## src/rtl/sar_pkg.sv

```systemverilog
package sar_pkg;
  typedef enum logic {
    ST_QUIET = 1'b0,
    ST_RUN   = 1'b1
  } run_state_t;

  function automatic int unsigned phase_count(input int unsigned data_w);
    return data_w + 1;
  endfunction
endpackage

```

## src/rtl/sar_phase_ctl.sv

```systemverilog
module sar_phase_ctl
  import sar_pkg::*;
#(
  parameter int unsigned DATA_W = 8,
  parameter int unsigned CH_W   = 2,
  localparam int unsigned NPH   = phase_count(DATA_W),
  localparam int unsigned PH_W  = $clog2(NPH)
) (
  input  logic            clk,
  input  logic            rst_n,
  input  logic            quiet_i,
  input  logic [CH_W-1:0] ch_sel_i,
  output logic            run_o,
  output logic [PH_W-1:0] ph_o,
  output logic            sample_o,
  output logic            last_o,
  output logic [CH_W-1:0] ch_o
);
  localparam logic [PH_W-1:0] PH_LAST = PH_W'(NPH - 1);

  run_state_t      st_q;
  logic [PH_W-1:0] ph_q;
  logic [CH_W-1:0] ch_q;
  logic            begin_conv;

  assign run_o    = (st_q == ST_RUN);
  assign ph_o     = ph_q;
  assign sample_o = run_o && (ph_q == '0);
  assign last_o   = run_o && (ph_q == PH_LAST);
  assign ch_o     = ch_q;

  // a new conversion starts on leaving quiescence or right after a final bit cycle
  assign begin_conv = !quiet_i && (!run_o || (ph_q == PH_LAST));

  always_ff @(posedge clk or negedge rst_n) begin
    if (!rst_n) begin
      st_q <= ST_QUIET;
      ph_q <= '0;
    end else if (quiet_i) begin
      st_q <= ST_QUIET;
      ph_q <= '0;
    end else if (begin_conv) begin
      st_q <= ST_RUN;
      ph_q <= '0;
    end else begin
      ph_q <= ph_q + PH_W'(1);
    end
  end

  always_ff @(posedge clk or negedge rst_n) begin
    if (!rst_n) begin
      ch_q <= '0;
    end else if (begin_conv) begin
      ch_q <= ch_sel_i;
    end
  end

  // a quiescent edge leaves the analog parts unpowered
  p_quiet_power_off_r2: assert property (@(posedge clk) disable iff (!rst_n)
    quiet_i |=> !run_o);

  // channel fixed from the sample cycle to the last bit cycle
  p_chan_stable_r7: assert property (@(posedge clk) disable iff (!rst_n)
    (run_o && !quiet_i && (ph_q != PH_LAST)) |=> $stable(ch_o));

  // phases advance by exactly one while running
  p_phase_step_r4: assert property (@(posedge clk) disable iff (!rst_n)
    (run_o && !quiet_i && (ph_q != PH_LAST)) |=> (ph_q == $past(ph_q) + PH_W'(1)));

  // leaving quiescence lands in the sample cycle
  p_enter_sample_r3: assert property (@(posedge clk) disable iff (!rst_n)
    (!run_o && !quiet_i) |=> sample_o);
endmodule

```

## src/rtl/sar_trial_reg.sv

```systemverilog
module sar_trial_reg
  import sar_pkg::*;
#(
  parameter int unsigned DATA_W = 8,
  localparam int unsigned NPH   = phase_count(DATA_W),
  localparam int unsigned PH_W  = $clog2(NPH)
) (
  input  logic              clk,
  input  logic              rst_n,
  input  logic              quiet_i,
  input  logic              run_i,
  input  logic              last_i,
  input  logic [PH_W-1:0]   ph_i,
  input  logic              cmp_hi_i,
  output logic [DATA_W-1:0] trial_o,
  output logic [DATA_W-1:0] decided_o
);
  logic [DATA_W-1:0] code_q;
  logic [DATA_W-1:0] code_d;
  logic              wipe;

  // the register is emptied when nothing follows or a conversion wraps
  assign wipe = quiet_i || !run_i || last_i;

  for (genvar b = 0; b < DATA_W; b++) begin : g_bit
    logic under_trial;
    logic arm_next;
    // bit b is under trial in phase DATA_W-b and armed in the phase before
    assign under_trial  = run_i && (ph_i == PH_W'(DATA_W - b));
    assign arm_next     = run_i && (ph_i == PH_W'(DATA_W - 1 - b));
    assign decided_o[b] = code_q[b] && !(under_trial && cmp_hi_i);
    assign code_d[b]    = wipe ? 1'b0 : (arm_next ? 1'b1 : decided_o[b]);
  end

  always_ff @(posedge clk or negedge rst_n) begin
    if (!rst_n) begin
      code_q <= '0;
    end else begin
      code_q <= code_d;
    end
  end

  assign trial_o = code_q;

  // the sample cycle presents an all-zero trial code
  p_sample_zero_r3: assert property (@(posedge clk) disable iff (!rst_n)
    (run_i && (ph_i == '0)) |-> (trial_o == '0));

  // the first bit cycle trials the MSB alone
  p_msb_first_r5: assert property (@(posedge clk) disable iff (!rst_n)
    (run_i && (ph_i == PH_W'(1))) |-> (trial_o == {1'b1, {(DATA_W-1){1'b0}}}));

  // a decided bit never returns to one within a conversion
  p_bits_only_clear_r6: assert property (@(posedge clk) disable iff (!rst_n)
    (run_i && !quiet_i && !last_i && (ph_i != '0)) |=> ((trial_o & ~$past(trial_o)) == ($past(trial_o) & ~$past(trial_o << 1) & ~$past(trial_o)) | ((trial_o & ~$past(trial_o)) & ($past(trial_o) >> 1))));
endmodule

```

## src/rtl/sar_result_latch.sv

```systemverilog
module sar_result_latch #(
  parameter int unsigned DATA_W = 8,
  parameter int unsigned CH_W   = 2
) (
  input  logic              clk,
  input  logic              rst_n,
  input  logic              quiet_i,
  input  logic              last_i,
  input  logic [DATA_W-1:0] decided_i,
  input  logic [CH_W-1:0]   ch_i,
  output logic [DATA_W-1:0] result_o,
  output logic [CH_W-1:0]   result_ch_o,
  output logic              vld_o
);
  logic take;

  assign take = last_i && !quiet_i;

  always_ff @(posedge clk or negedge rst_n) begin
    if (!rst_n) begin
      result_o    <= '0;
      result_ch_o <= '0;
      vld_o       <= 1'b0;
    end else begin
      vld_o <= take;
      if (take) begin
        result_o    <= decided_i;
        result_ch_o <= ch_i;
      end
    end
  end

  // the strobe lasts a single cycle
  p_vld_single_r4: assert property (@(posedge clk) disable iff (!rst_n)
    vld_o |=> !vld_o);

  // a strobe only follows a final bit cycle free of quiescence
  p_vld_needs_last_r8: assert property (@(posedge clk) disable iff (!rst_n)
    vld_o |-> $past(last_i && !quiet_i));

  // the latched value only moves with a strobe
  p_result_hold_r9: assert property (@(posedge clk) disable iff (!rst_n)
    !vld_o |-> ($stable(result_o) && $stable(result_ch_o)));
endmodule

```

## src/rtl/sar_conv_seq.sv

```systemverilog
module sar_conv_seq
  import sar_pkg::*;
#(
  parameter int unsigned DATA_W = 8,
  parameter int unsigned CH_W   = 2,
  localparam int unsigned NPH   = phase_count(DATA_W),
  localparam int unsigned PH_W  = $clog2(NPH)
) (
  input  logic              clk,
  input  logic              rst_n,
  input  logic              quiet_i,
  input  logic [CH_W-1:0]   ch_sel_i,
  input  logic              cmp_hi_i,
  output logic [DATA_W-1:0] trial_o,
  output logic              power_up_o,
  output logic              sample_o,
  output logic [CH_W-1:0]   mux_ch_o,
  output logic [DATA_W-1:0] result_o,
  output logic [CH_W-1:0]   result_ch_o,
  output logic              result_vld_o
);
  logic              run;
  logic              last;
  logic [PH_W-1:0]   ph;
  logic [DATA_W-1:0] decided;

  sar_phase_ctl #(.DATA_W(DATA_W), .CH_W(CH_W)) u_ctl (
    .clk      (clk),
    .rst_n    (rst_n),
    .quiet_i  (quiet_i),
    .ch_sel_i (ch_sel_i),
    .run_o    (run),
    .ph_o     (ph),
    .sample_o (sample_o),
    .last_o   (last),
    .ch_o     (mux_ch_o)
  );

  sar_trial_reg #(.DATA_W(DATA_W)) u_trial (
    .clk       (clk),
    .rst_n     (rst_n),
    .quiet_i   (quiet_i),
    .run_i     (run),
    .last_i    (last),
    .ph_i      (ph),
    .cmp_hi_i  (cmp_hi_i),
    .trial_o   (trial_o),
    .decided_o (decided)
  );

  sar_result_latch #(.DATA_W(DATA_W), .CH_W(CH_W)) u_latch (
    .clk         (clk),
    .rst_n       (rst_n),
    .quiet_i     (quiet_i),
    .last_i      (last),
    .decided_i   (decided),
    .ch_i        (mux_ch_o),
    .result_o    (result_o),
    .result_ch_o (result_ch_o),
    .vld_o       (result_vld_o)
  );

  assign power_up_o = run;

  // no trial code reaches the DAC while unpowered
  p_unpowered_zero_r2: assert property (@(posedge clk) disable iff (!rst_n)
    !power_up_o |-> (trial_o == '0));
endmodule

```

## config.mk

```make
export PLATFORM = sky130hd
export DESIGN_NAME = sar_conv_seq
export DESIGN_NICKNAME = d
export VERILOG_FILES = /design/src/rtl/sar_pkg.sv /design/src/rtl/sar_phase_ctl.sv /design/src/rtl/sar_trial_reg.sv /design/src/rtl/sar_result_latch.sv /design/src/rtl/sar_conv_seq.sv
export SDC_FILE = /design/constraint.sdc
export NUM_CORES = 1
export LEC_CHECK = 0
export BUFFER_PORTS_ARGS = -buffer_cell sky130_fd_sc_hd__buf_2
export CORE_UTILIZATION = 47
export CTS_BUF_LIST = sky130_fd_sc_hd__clkbuf_8 sky130_fd_sc_hd__clkbuf_16
export DETAILED_ROUTE_END_ITERATION = 8
export GPL_TIMING_DRIVEN = 0
export HOLD_SLACK_MARGIN = 0.02
export PLACE_DENSITY = 0.74
export REMOVE_ABC_BUFFERS = 1
export SYNTH_ARGS = -nofsm -noshare
export SYNTH_HDL_FRONTEND = slang
export SYNTH_SLANG_ARGS = --single-unit
```

## constraint.sdc

```tcl
create_clock -name clk -period 1.9 [get_ports clk]
set_clock_uncertainty 0.05 [all_clocks]
set_input_delay 0.19 -clock clk [delete_from_list [all_inputs] [get_ports clk]]
set_output_delay 0.19 -clock clk [all_outputs]
set_load 0.05 [all_outputs]
```

# Yosys cells after proc, flatten, opt, wreduce, memory -nomap -nowiden

Cells that the tools add are included.

Bits in registers: 26
Output and inout port bits: 23

Eq/ne operators: 8
Mux-type cells: 20
Add/subtract/negate cells: 1
Reduce and logical (&&, ||, !) cells: 42

Operator list:

| cell                | number |
|---|---|
| $logic_and 1x1->1   | 27 |
| $mux 1              | 18 |
| $eq 4x3->1 const B  | 4 |
| $logic_not 1->1     | 10 |
| $eq 4x2->1 const B  | 2 |
| $mux 4              | 2 |
| $add 4x1->4 const B | 1 |
| $eq 4x1->1 const B  | 1 |
| $eq 4x4->1 const B  | 1 |
| $logic_not 4->1     | 1 |
| $logic_or 1x1->1    | 3 |
| $reduce_bool 2->1   | 1 |

# Depth between registers and ports, before layout

Gate-level depths: netlist of the first run.

Word-level depth: 7
Depth in mapped cells: 6
Mapped depth without buffers: 5

# Modules after synthesis

Synthesis of the first run repeated with hierarchy kept, for this count alone.

Cells, all modules: 111
Area total of the unflattened synthesis: 1,316.3 um^2

By module, submodules not included:

| module           | times used | area an instance (um^2) | cells each |
|---|---|---|---|
| sar_trial_reg    | 1          | 535.5                   | 60 |
| sar_result_latch | 1          | 455.4                   | 23 |
| sar_phase_ctl    | 1          | 325.3                   | 28 |

# Worst setup path before layout of the first run

Ideal clock, no wire load.

Kind: register to register
Start point: register u_ctl.st_q, in the netlist u_ctl.run_o
End point: register u_latch.result_ch_o[0]
Clock period less this slack: 1,659 ps
Arrival: 1,484 ps
Stages on the path, launching flop included: 5
Setup slack: 241 ps
Cell sequence: dfrtp_1 -> inv_1 -> nor3_4 -> buf_12 -> mux2_4

Word-level cells in the longest chain between the ends: 2

Ends and longest elaborated chain:

| element                | line                   | text |
|---|---|---|
| from (decl)            | sar_phase_ctl.sv:21    | `run_state_t st_q;` |
| from (signal assigned) | sar_phase_ctl.sv:37    | `st_q <= ST_QUIET;` |
| from (signal assigned) | sar_phase_ctl.sv:40    | `st_q <= ST_QUIET;` |
| from (signal assigned) | sar_phase_ctl.sv:43    | `st_q <= ST_RUN;` |
| $logic_and 1x1->1      | sar_phase_ctl.sv:29    | `assign last_o = run_o && (ph_q == PH_LAST);` |
| $logic_and 1x1->1      | sar_result_latch.sv:17 | `assign take = last_i && !quiet_i;` |
| via u_latch.take       | sar_result_latch.sv:15 | `logic take;` |
| to (signal assigned)   | sar_result_latch.sv:28 | `result_ch_o <= ch_i;` |
| to (decl)              | sar_result_latch.sv:12 | `output logic [CH_W-1:0] result_ch_o,` |

The timed path passes the listed nets, and every way through them passes these cells.
A chain may end at the register's enable or synchronous reset.

# Worst setup path after layout of the first run

Start point: register u_ctl.ph_q[0], in the netlist u_ctl.ph_o[0]
End point: register u_latch.result_o[4]

Word-level cells in the longest chain between the ends: 5
Elaborated cells between the ends (all ways): 8
Those cells by class: 2 x eq/ne; 6 x reduce/logical

Ends and longest elaborated chain:

| element                | line                   | text |
|---|---|---|
| from (decl)            | sar_phase_ctl.sv:22    | `logic [PH_W-1:0] ph_q;` |
| from (signal assigned) | sar_phase_ctl.sv:46    | `ph_q <= ph_q + PH_W'(1);` |
| $eq 4x3->1             | sar_trial_reg.sv:29    | `assign under_trial = run_i && (ph_i == PH_W'(DATA_W - b));` |
| $logic_and 1x1->1      | sar_trial_reg.sv:29    |  |
| $logic_and 1x1->1      | sar_trial_reg.sv:31    | `assign decided_o[b] = code_q[b] && !(under_trial && cmp_hi_i);` |
| $logic_not 1->1        | sar_trial_reg.sv:31    |  |
| $logic_and 1x1->1      | sar_trial_reg.sv:31    |  |
| to (signal assigned)   | sar_result_latch.sv:27 | `result_o <= decided_i;` |
| to (decl)              | sar_result_latch.sv:11 | `output logic [DATA_W-1:0] result_o,` |

Several ways; a longest one is shown, not always the timed one.

==> results of run 1 <==
-- flip-flops by register name (all words and copies together), names as in the netlist --
signal,count
u_ctl.ph_o,4
u_ctl.run_o,1
u_trial.trial_o,8
u_ctl.ch_o,2
u_latch.result_ch_o,2
u_latch.vld_o,1
u_latch.result_o,8
-- placed cells by master (no fill, tap or decap) --
master	count
xnor2_1	1
o41ai_1	1
nand2_1	5
dlygate4sd3_1	1
a21boi_0	1
mux2_2	3
xor2_1	1
and3b_2	1
mux2_4	9
nor2_1	6
dfrtp_1	26
inv_1	6
o21ai_0	4
nand3_1	8
buf_4	1
nor3_4	1
o31ai_1	2
nand3b_4	1
ha_2	1
or2b_1	1
a21oi_1	9
buf_12	1
ha_1	3
buf_2	28
clkbuf_8	3
nand3b_1	1
-- synth_stat cells --
cell type | count | area, sq um
xor2_1 | 1 | 8.76
buf_12 | 1 | 20.0
nand2_1 | 5 | 18.8
xnor2_1 | 1 | 8.76
or2b_1 | 1 | 7.51
nand3b_1 | 1 | 7.51
and3b_2 | 1 | 10.0
mux2_2 | 3 | 33.8
nand3b_4 | 1 | 20.0
mux2_4 | 9 | 135
nor3_4 | 1 | 16.3
ha_1 | 4 | 50.1
nand3_1 | 8 | 40.0
buf_6 | 1 | 11.3
a21oi_1 | 9 | 45.0
a21boi_0 | 1 | 7.51
dfrtp_1 | 26 | 651
o21ai_0 | 4 | 20.0
o31ai_1 | 2 | 15.0
buf_2 | 3 | 15.0
o41ai_1 | 1 | 8.76
inv_1 | 6 | 22.5
nor2_1 | 6 | 22.5
-- cell families after synthesis --
| kind of cell | after synthesis | synth area share (%) |
|---|---|---|
| DFF | 26 | 54.4 |
| adders and majority gates | 4 | 4.19 |
| muxes | 12 | 14.1 |
| and+or+nand+nor | 24 | 11.9 |
| AOI/OAI and AO/OA | 17 | 8.06 |
| xor gates and xnor gates | 2 | 1.47 |
| buffers and inverters | 11 | 5.76 |
-- final cells by class --
type / instances / area share (%)
clock buffer: 3 / 2.94
inverter: 6 / 1.60
multi-input combinational: 59 / 34.0
sequential: 26 / 46.3
tap: 28 / 2.49
timing repair buffer: 31 / 12.6
-- worst max-delay path, cell delays in order, from the launching register on --
cell and delay, ns:
dfrtp_1 0.44, inv_1 0.11, ha_2 0.24, nand3b_4 0.11, nor3_4 0.19, buf_12 0.18
mux2_4 0.31
-- through the flow --
step | hold WS, ns | area (sq um)
2_1_floorplan | -0.156 | 1150
3_3_place_gp | 0.161 | 1320
3_5_place_dp | 0.165 | 1320
4_1_cts | 0.0922 | 1400
5_1_grt | 0.0970 | 1410
6_report | 0.0920 | 1410
-- power groups by stage --
stage | combinational, mW | sequential (mW) | clock (mW)
2_1_floorplan | 0.0329 | 0.617 | 0
6_report | 0.101 | 0.576 | 0.296
5_1_grt | 0.110 | 0.578 | 0.321
4_1_cts | 0.102 | 0.576 | 0.304
3_5_place_dp | 0.100 | 0.587 | 0
3_3_place_gp | 0.0984 | 0.586 | 0
-- per-layer routing --
| metal | GRT usage (%) | up-vias |
|---|---|---|
| li1 | - | 385 |
| met3 | 2.61 | 2 |
| met4 | 6.58 | 0 |
| met1 | 22.3 | 383 |
| met2 | 28.3 | 28 |
| met5 | 0 | - |
-- path summary, 6_finish.rpt --
kind / start / endpoint / slack (ns)
max reg2reg: u_ctl.ph_o[0] / u_latch.result_o[4] / 0.16
max: u_ctl.ph_o[0] / u_latch.result_o[4] / 0.16
min in group asynchronous: rst_n / u_trial.trial_o[2] / 0.39
min reg2reg: u_latch.result_o[7] / u_latch.result_o[7] / 0.46
min: quiet_i / u_ctl.run_o / 0.09
max in group asynchronous: rst_n / u_latch.result_ch_o[0] / 1.04
-- timing repair --
item                       4_1_cts  5_1_grt
setup buffers                    2        0
hold buffers                     1        0
pin swaps                        1        1
resized for setup                0        1
hold endpoints to repair        26        0
setup endpoints to repair       10       10
==> results.txt, run 1 <==
run status: finished, final reports clean
TritonCTS Buffers: 3
Max clock buf depth: 2
highest routed layer: met4
Vert. Die Dim: 52.4 um
fillers: 194
grt total ovfl: 0
Net Sw Power: 0.242 mW
DR WL met2: 984 um
HP Class: in2reg
Synth Cell Area: 1190 sq um
CTS Sinks: 26
Die Width: 52.4 um
Multi-input gate area: 478 sq um
Internal: 0.732 mW
CP required: 2.00 ns
Final period util: 91.4%
Tot Pwr: 0.973 mW
syn avg cell area: 12.4 sq um
DIE AREA: 2750 sq um
P&R area growth vs syn: 17.6%
Slew Limit Fails: 0
Worst Path Arrival: 1.84 ns
worst vdd ir: 0.396 mV
Antenna Nets Post-Route: 0
Slew headroom: 63.0%
initial core utilization: 52.0%
power per cell area: 693 nW/um^2
Sw Share: 24.8%
#FFs+latches synth: 26
final worst slack: 0.163 ns
initial DRC count: 10
drt pass-1 iters: 4
final cell count without fillers: 153
kind of critical path: reg2reg
Fin. Hold Viols: 0
count of input and output buffers: 28
worst-skew pair later-pin latency: 0.26 ns
Met3 Wirelength: 91 um
WL/cell: 13.9 um
HPWL Detailed: 1490 um
cell total after placement: 147
post-layout util: 61.2%
fin nets: 137
Register Area: 651 sq um
Hold Path Stages: 2
clock share of power: 30.4%
crit path launch type: register
fmax: 576 MHz
Tightest Pin Transition: 0.555 ns
share of post-route cells with drive strength above 1: 39.2%
Met1 Routed Length: 1030 um
CTS tree: built
drt drc: 0
Core ar.: 2300 sq um
Setup TNS Final: 0 ns
synth warn: 0
Lkg Pwr: 0.719 nW
vias per std cell: 5.22
R2R depth: 6
first-pass GRT wire length: 3380 um
max_cap viols: 0
boundary pin count: 29
Post-Syn Instances: 96
sequential group share of total power: 59.2%
Root Buffer: clkbuf_8
RSZ-0062 raised after global routing: false
# diodes: 0
initial antenna violation count: 0
number of global-route vias before repair: 757
Core Rows: 17
final wirelength: 2120 um
total track usage: 17.1%
combinational share of power: 10.4%
DP Worst Slack: -0.197 ns
largest net degree at the start of global routing: 27
post-layout min period: 1.74 ns
Final setup viols: 0
GPL Wtd Cong: 0.786
sequential area share after synthesis: 54.5%
clk slew on worst S/H paths: 0.08 ns
CP Max Fanout: 10
vias: 798
CP endpoint kind: register
Netlist cell types: 23
# H-tree levels: 1
Power figures use the tool's default switching activity.
==> run 2: changes to the inputs <==
--- a/config.mk
+++ b/config.mk
@@ -6,12 +6,12 @@
 export NUM_CORES = 1
 export LEC_CHECK = 0
 export BUFFER_PORTS_ARGS = -buffer_cell sky130_fd_sc_hd__buf_2
-export CORE_UTILIZATION = 47
+export CORE_UTILIZATION = 50
 export CTS_BUF_LIST = sky130_fd_sc_hd__clkbuf_8 sky130_fd_sc_hd__clkbuf_16
 export DETAILED_ROUTE_END_ITERATION = 8
 export GPL_TIMING_DRIVEN = 0
 export HOLD_SLACK_MARGIN = 0.02
-export PLACE_DENSITY = 0.74
+export PLACE_DENSITY = 0.77
 export REMOVE_ABC_BUFFERS = 1
 export SYNTH_ARGS = -nofsm -noshare
 export SYNTH_HDL_FRONTEND = slang
==> results.txt, run 2 (synthesis gave the netlist of run 1 again) <==
run status: finished, final reports clean
DIE AREA: 2590 sq um (-5.8%)
Die Width: 50.9 um (-2.9%)
WL/cell: 13.8 um (-0.74%)
vias: 809 (+1.4%)
CTS tree: built
Setup TNS Final: 0 ns (unchanged)
fin nets: 137 (unchanged)
drt pass-1 iters: 4 (unchanged)
worst-skew pair later-pin latency: 0.27 ns (about the same)
Final period util: 94.5% (+3.1 points)
initial DRC count: 19 (+9)
cell total after placement: 147 (unchanged)
count of input and output buffers: 28 (unchanged)
largest net degree at the start of global routing: 27 (unchanged)
Placed Area: 1320 sq um (unchanged)
total track usage: 19.5% (+2.4 points)
boundary pin count: 29 (unchanged)
grt total ovfl: 0 (unchanged)
HP Class: in2reg
Worst Path Arrival: 1.90 ns (+0.06 ns)
crit path launch type: register
Slew headroom: 62.8% (-0.17 points)
CTS Sinks: 26 (unchanged)
initial core utilization: 53.5% (+1.5 points)
Tot Pwr: 1.03 mW (+5.9%)
Vert. Die Dim: 50.9 um (-2.9%)
number of global-route vias before repair: 806 (+6.5%)
TritonCTS Buffers: 3 (unchanged)
Fin. Hold Viols: 0 (unchanged)
GPL Wtd Cong: 0.850 (+8.1%)
CP endpoint kind: register
# diodes: 0 (unchanged)
final cell count without fillers: 154 (+0.65%)
initial antenna violation count: 0 (unchanged)
max_cap viols: 0 (unchanged)
fmax: 557 MHz (-3.3%)
P&R area growth vs syn: 18.7%
worst vdd ir: 0.516 mV (+30%)
Final setup viols: 0 (unchanged)
most frequent cells in the layout: buf_2 (28), dfrtp_1 (26), a21oi_1 (9), mux2_4 (9), nand3_1 (8)
Antenna Nets Post-Route: 0 (unchanged)
most common cell after layout, fill and taps aside: buf_2
share of post-route cells with drive strength above 1: 39.7% (+0.48 points)
Tightest Pin Transition: 0.557 ns (+0.00257 ns)
power per cell area: 726 nW/um^2 (+4.8%)
first-pass GRT wire length: 3640 um (+7.7%)
DP Worst Slack: -0.149 ns (+0.0485 ns)
post-layout min period: 1.80 ns (+0.0594 ns)
Lkg Pwr: 0.727 nW (+1.1%)
Slew Limit Fails: 0 (unchanged)
CP required: 2.01 ns (about the same)
design area: 1420 sq um (+0.98%)
Max clock buf depth: 2 (unchanged)
final wirelength: 2120 um (about the same)
Root Buffer: clkbuf_8
clk slew on worst S/H paths: 0.09 ns (about the same)
vias per std cell: 5.25 (+0.72%)
HPWL Detailed: 1500 um (+0.79%)
CP Max Fanout: 10 (unchanged)
final worst slack: 0.104 ns (-0.0594 ns)
drt drc: 0 (unchanged)
Core Rows: 17 (unchanged)
RSZ-0062 raised after global routing: false
kind of critical path: reg2reg
# H-tree levels: 1 (unchanged)
Core ar.: 2230 sq um (-2.8%)
-- run 2: cell types whose count changed in the layout (fill, tap and decap cells not counted) --
cell and delta:
clkbuf_8 +1
-- run 2: per-stage QoR --
step	util [%]	hold WS, ns
2_1_floorplan	-	-0.156
3_3_place_gp	59.3	0.155
5_1_grt	63.5	0.0934
3_5_place_dp	59.3	0.164
6_report	63.5	0.0799
4_1_cts	63.4	0.0755
-- run 2: final timing paths --
kind                                      from                   to  slack, ns  cells after the start
max                              u_ctl.ph_o[0]  u_latch.result_o[6]       0.10                      6
min                                    quiet_i          u_ctl.run_o       0.08                      2
max reg2reg                      u_ctl.ph_o[0]  u_latch.result_o[6]       0.10                      6
min reg2reg                u_latch.result_o[7]  u_latch.result_o[7]       0.47                      1
max in group asynchronous                rst_n   u_trial.trial_o[1]       1.05                      2
min in group asynchronous                rst_n        u_latch.vld_o       0.38                      2
-- run 2: cell type report --
cell class	count	area, sq um
Multi-Input combinational cell	59	478
Tap cell	28	35.0
Inverter	6	22.5
Fill cell	177	815
Sequential cell	26	651
Timing Repair Buffer	31	178
Clock buffer	4	55.1
-- run 2: what timing repair did --
item | CTS | global route
resized for setup | 0 | 1
endpoints found under the setup margin | 10 | 10
hold endpoints to repair | 26 | 0
pin swaps | 1 | 0
hold buffers | 1 | 0
buffers inserted | 2 | 0
-- run 2: power by group --
part / switching, mW / internal (mW) / leakage, nW
Clock: 0.169 / 0.185 / 0.0288
Sequential: 0.0120 / 0.564 / 0.355
Combinational: 0.0743 / 0.0262 / 0.344
Total: 0.255 / 0.775 / 0.727
-- run 2: layer usage --
layer | vias up | track usage [%] | part of all wire (%)
met5 | - | 0 | 0
met4 | 0 | 11.1 | 2.2
met3 | 5 | 2.68 | 3.0
met2 | 19 | 33.8 | 49
met1 | 396 | 23.1 | 45
li1 | 389 | - | -
-- run 2: worst max-delay path, cell delays in order, from the launching register on --
cell,delay [ns]
dfrtp_1,0.44
inv_1,0.11
ha_2,0.24
nand3b_4,0.11
nor3_4,0.26
buf_12,0.18
mux2_4,0.30
